--- src/rtl/csum_pkg.sv ---
package csum_pkg;
  // Strobes from control to datapath for one cycle
  typedef struct packed {
    logic clear;    // restart the running sum
    logic add;      // fold the current word in
    logic capture;  // load the reporting register
  } csumStrobe_t;
endpackage

--- src/rtl/csum_ctrl.sv ---
module csum_ctrl
  import csum_pkg::*;
(
  input  logic        clk,
  input  logic        rstN,
  input  logic        dataValid,
  input  logic        clearSum,
  input  logic        reqSum,
  output csumStrobe_t strobe,
  output logic        sumValid
);

  always_comb begin
    strobe.clear   = clearSum;
    strobe.add     = dataValid;
    strobe.capture = reqSum;
  end

  always_ff @(posedge clk or negedge rstN) begin
    if (!rstN) sumValid <= 1'b0;
    else       sumValid <= reqSum;
  end


  valid_follows_req_chk: assert property (@(posedge clk) disable iff (!rstN)
    reqSum |=> sumValid);

  valid_needs_req_chk: assert property (@(posedge clk) disable iff (!rstN)
    sumValid |-> $past(reqSum));

endmodule

--- src/rtl/csum_datapath.sv ---
module csum_datapath
  import csum_pkg::*;
#(
  parameter int DATA_W     = 8,
  parameter int SUM_W      = 16,
  parameter bit SIGNED_SUM = 1'b1
) (
  input  logic              clk,
  input  logic              rstN,
  input  csumStrobe_t       strobe,
  input  logic [DATA_W-1:0] dataIn,
  output logic [SUM_W-1:0]  sumOut
);

  localparam int PAD_W = (SUM_W > DATA_W) ? SUM_W - DATA_W : 1;

  logic [SUM_W-1:0] wordExt;
  logic [SUM_W-1:0] accQ;
  logic [SUM_W-1:0] accNext;

  generate
    if (SUM_W > DATA_W) begin : g_widen
      logic padBit;
      if (SIGNED_SUM) begin : g_sign
        assign padBit = dataIn[DATA_W-1];
      end else begin : g_zero
        assign padBit = 1'b0;
      end
      assign wordExt = {{PAD_W{padBit}}, dataIn};
    end else begin : g_trunc
      assign wordExt = dataIn[SUM_W-1:0];
    end
  endgenerate

  always_comb begin
    accNext = accQ;
    if (strobe.clear) accNext = strobe.add ? wordExt : '0;
    else if (strobe.add) accNext = accQ + wordExt;
  end

  always_ff @(posedge clk or negedge rstN) begin
    if (!rstN) begin
      accQ   <= '0;
      sumOut <= '0;
    end else begin
      accQ <= accNext;
      if (strobe.capture) sumOut <= accNext;
    end
  end


  clear_zero_chk: assert property (@(posedge clk) disable iff (!rstN)
    (strobe.clear && !strobe.add) |=> (accQ == '0));

  idle_hold_chk: assert property (@(posedge clk) disable iff (!rstN)
    (!strobe.clear && !strobe.add) |=> $stable(accQ));

  out_hold_chk: assert property (@(posedge clk) disable iff (!rstN)
    !strobe.capture |=> $stable(sumOut));

endmodule

--- src/rtl/csum_unit.sv ---
module csum_unit
  import csum_pkg::*;
#(
  parameter int DATA_W     = 8,
  parameter int SUM_W      = 16,
  parameter bit SIGNED_SUM = 1'b1
) (
  input  logic              clk,
  input  logic              rstN,
  input  logic [DATA_W-1:0] dataIn,
  input  logic              dataValid,
  input  logic              clearSum,
  input  logic              reqSum,
  output logic [SUM_W-1:0]  sumOut,
  output logic              sumValid
);

  csumStrobe_t strobe;

  csum_ctrl u_ctrl (
    .clk(clk), .rstN(rstN), .dataValid(dataValid), .clearSum(clearSum),
    .reqSum(reqSum), .strobe(strobe), .sumValid(sumValid)
  );

  csum_datapath #(.DATA_W(DATA_W), .SUM_W(SUM_W), .SIGNED_SUM(SIGNED_SUM)) u_dp (
    .clk(clk), .rstN(rstN), .strobe(strobe), .dataIn(dataIn), .sumOut(sumOut)
  );

endmodule

--- config.mk ---
export PLATFORM = sky130hd
export DESIGN_NAME = csum_unit
export DESIGN_NICKNAME = d
export VERILOG_FILES = /design/src/rtl/csum_pkg.sv /design/src/rtl/csum_ctrl.sv /design/src/rtl/csum_datapath.sv /design/src/rtl/csum_unit.sv
export SDC_FILE = /design/constraint.sdc
export NUM_CORES = 1
export LEC_CHECK = 0
export CAP_MARGIN = 5
export CELL_PAD_IN_SITES_DETAIL_PLACEMENT = 1
export CELL_PAD_IN_SITES_GLOBAL_PLACEMENT = 2
export CORE_ASPECT_RATIO = 1.5
export CORE_UTILIZATION = 30
export DETAILED_ROUTE_END_ITERATION = 12
export GPL_TIMING_DRIVEN = 0
export PLACE_DENSITY_LB_ADDON = 0.1
export SETUP_SLACK_MARGIN = 0.2
export SYNTH_ARGS = -nofsm -noshare
export SYNTH_HDL_FRONTEND = slang
export SYNTH_SLANG_ARGS = --single-unit
--- constraint.sdc ---
create_clock -name clk -period 4.9 [get_ports clk]
set_clock_uncertainty 0.1 [all_clocks]
set_input_delay 0.49 -clock clk [delete_from_list [all_inputs] [get_ports clk]]
set_output_delay 0.49 -clock clk [all_outputs]
set_load 0.01 [all_outputs]
==> results_dict.tcl <==
set metrics [dict create \
    die_height_um 104 \
    drive_gt1_frac 0.118 \
    cp_data_arrival_time_ps 3290 \
    critPathSlowestCell "clkdlybuf4s50_1" \
    crit_required_ps 4940 \
    grt.total_usage 0.169 \
    synthArstFlopShare 1.00 \
    wl_um 5730 \
    setup_tns_ps 0 \
    area_delta_synth_final_pct 23.1 \
    p_sw_frac 0.342 \
    fmax_mhz 307 \
    clk_pin_slew_ps 80 \
    top_layer_used "met4" \
    drt_iter0_markers 64 \
    cts_made_buffers 5 \
    ir_drop_uv 124 \
    clock_path_buffers 2 \
    combPwrFrac 0.386 \
    seq_power_share 0.368 \
    crit_type "primary input to flop" \
    synth-seq-cells 33 \
    whs_ps 183 \
    pwr_density_cell_nw_per_um2 373 \
    status "complete, no violations" \
    p_leak_uw 0.00112 \
    worstMarginPinSlew_ps 790 \
    power.internal_uw 629 \
    period_needed_ps 3250 \
    synth_top_area_share 0.396 \
    insertion_delay_ps 280 \
    io_pins 30 \
    max_slew_margin 0.473 \
    synth_warnings 0 \
    syn_inst 209 \
    port_buffers 29 \
    cpPeakStageDelay_ps 730 \
    grt_pass1_wl_um 9520 \
    cp_top_family "buffers and inverters" \
    dieArea_um2 7300 \
    dr.pass1.iters 4 \
    cap_viol_max_count 0 \
    seq_area_frac_synth 0.396 \
    antenna_found_initial 0 \
    dp_hpwl_um 4340 \
    synth-edff-count 0 \
    num_vias 1722 \
    grt.overflow.total 0 \
    synth_ff_type "dfrtp_1" \
    critPathMaxFanout 15 \
    detail-route-antenna-nets 0 \
    die_w_um 70.1 \
    synth_area_per_cell_um2 9.98 \
    min_path_type "primary input to async pin" \
    netlist_area_um2 2090 \
    synth_fp_nets 238 \
    initial_core_util 0.315 \
    first_global_vias 1784 \
    switching_power_uw 328 \
    cts_setup_buffers 0 \
    rows 36 \
    synth_area_leaders "dfrtp_1 (40%), ha_1 (9.0%), mux2_2 (5.9%)" \
    dr_wl_met2_um 3180 \
    drc 0 \
    clkPwrFrac 0.245 \
    root_buffer "clkbuf_8" \
    crit_chain "clkdlybuf4s50_1 -> ha_1 -> nand3_1 -> nor3b_1 -> o311ai_1 -> a31oi_2 -> xnor2_1 -> mux2i_1 -> a32oi_1" \
    avgViaCountPerCell 5.35 \
    final_util 0.388 \
    antennaDiodeCount 0 \
    rsz0062_at_grt "no" \
    end_kind "flop" \
    total_power_uw 957 \
    yosysUniqueCellTypes 46 \
    grt_start_max_net_pins 34 \
    wl_met3_um 87 \
    slew_violations 0 \
    hold_violations 0 \
    fin_crit_sh 0.664 \
    start_kind "primary input" \
    place_congestion 0.806 \
    synthTopCellsByCount "dfrtp_1 (33), nand2_1 (19), a21oi_1 (16)" \
    cts_tree "done" \
    cts_repair_resize_count 0 \
    routedWlPerCell_um 17.8 \
    wl_met1_um 2410 \
    cp_num_buf_inv 1 \
    coreArea_um2 6620 \
    htreeDepth 2 \
    synth_top_cell_by_area "dfrtp_1" \
    nNetsFinal 274 \
    synth_most_common_cell "dfrtp_1" \
    ctsHoldBuffers 0 \
    setup_viol 0 \
    cts_sinks 33 \
]
-- flip-flops by register name (all words and copies together) (netlist names) --
| register | flops |
|---|---|
| u_dp.sumOut | 16 |
| u_dp.accQ | 16 |
| u_ctrl.sumValid | 1 |
-- power by group through the flow --
stage               logic [uW]  clock network [uW]  registers (uW)
floorplan                  233                   0             364
global placement           374                   0             356
detailed placement         376                   0             358
CTS                        378                 247             353
global route               414                 257             358
finish                     370                 235             353
-- cells by family (layout without fill, tap and decap cells) --
group                    Yosys count  count (layout)  synth area share
XOR/XNOR                          11              11            0.0462
flip-flops                        33              33             0.396
AND/OR/NAND/NOR                   52              52             0.124
buffers and inverters             13              50            0.0234
multiplexers                      15              15            0.0786
adder cells (fa/ha/maj)           16              16            0.0996
AO/OA/AOI/OAI                     69              69             0.232
-- area by class of cell --
class,count,area (um^2)
repair buffers,29,285
fillers,764,4050
clock buffers,7,96.3
flip-flops and latches,33,826
clock inverters,1,5.00
plain buffers,7,26.3
well taps,76,95.1
inverters,6,22.5
multi-input cells,163,1210
-- metrics by stage --
step / cells / setup slack [ps] / area, um^2
global route: 322 / 1450 / 2570
CTS: 322 / 1650 / 2570
detailed placement: 314 / 1330 / 2470
global placement: 314 / 1350 / 2470
finish: 322 / 1650 / 2570
floorplan: 209 / 2280 / 2090
-- worst register-to-register path: stages (launching register included) --
cell	delay (ps)
dfrtp_1	390
ha_1	220
fa_1	420
a21oi_1	250
o221ai_1	260
a21o_1	280
a211oi_2	250
xor2_1	160
o21ai_1	100
mux2_2	270
-- final timing paths --
check	from	endpoint	slack, ps	cells after the start
max	dataIn[7]	u_dp.sumOut[15]	1650	9
min	rstN	u_dp.sumOut[10]	180	1
max reg2reg	u_dp.accQ[0]	u_dp.sumOut[14]	2100	9
min reg2reg	u_dp.sumOut[10]	u_dp.sumOut[10]	410	1
max in group asynchronous	rstN	u_dp.sumOut[4]	4020	1
min in group clk	u_dp.sumOut[10]	u_dp.sumOut[10]	410	1
-- routing by layer --
metal / global-route usage / vias up
met5: 0 / -
met4: 0.0471 / 0
met3: 0.0233 / 4
met2: 0.304 / 20
met1: 0.206 / 859
li1: - / 839
-- placed cells by master, fill, tap and decap left out, types with 2 or more instances in the layout --
| master | instances |
|---|---|
| dfrtp_1 | 33 |
| clkdlybuf4s50_1 | 28 |
| nand2_1 | 19 |
| a21oi_1 | 16 |
| ha_1 | 15 |
| o21ai_0 | 14 |
| nor2_1 | 12 |
| mux2_2 | 11 |
| a21o_1 | 7 |
| xor2_1 | 7 |
| clkbuf_1 | 7 |
| clkbuf_8 | 7 |
| inv_1 | 6 |
| a31oi_1 | 6 |
| nand3_1 | 5 |
| o211ai_1 | 5 |
| xnor2_1 | 4 |
| mux2i_1 | 4 |
| nand2b_1 | 3 |
| and3_1 | 2 |
| nor2b_1 | 2 |
| o31a_1 | 2 |
| o21bai_1 | 2 |
| o31ai_1 | 2 |
| a22o_1 | 2 |
Note: power is estimated with default switching activity, not from simulation.
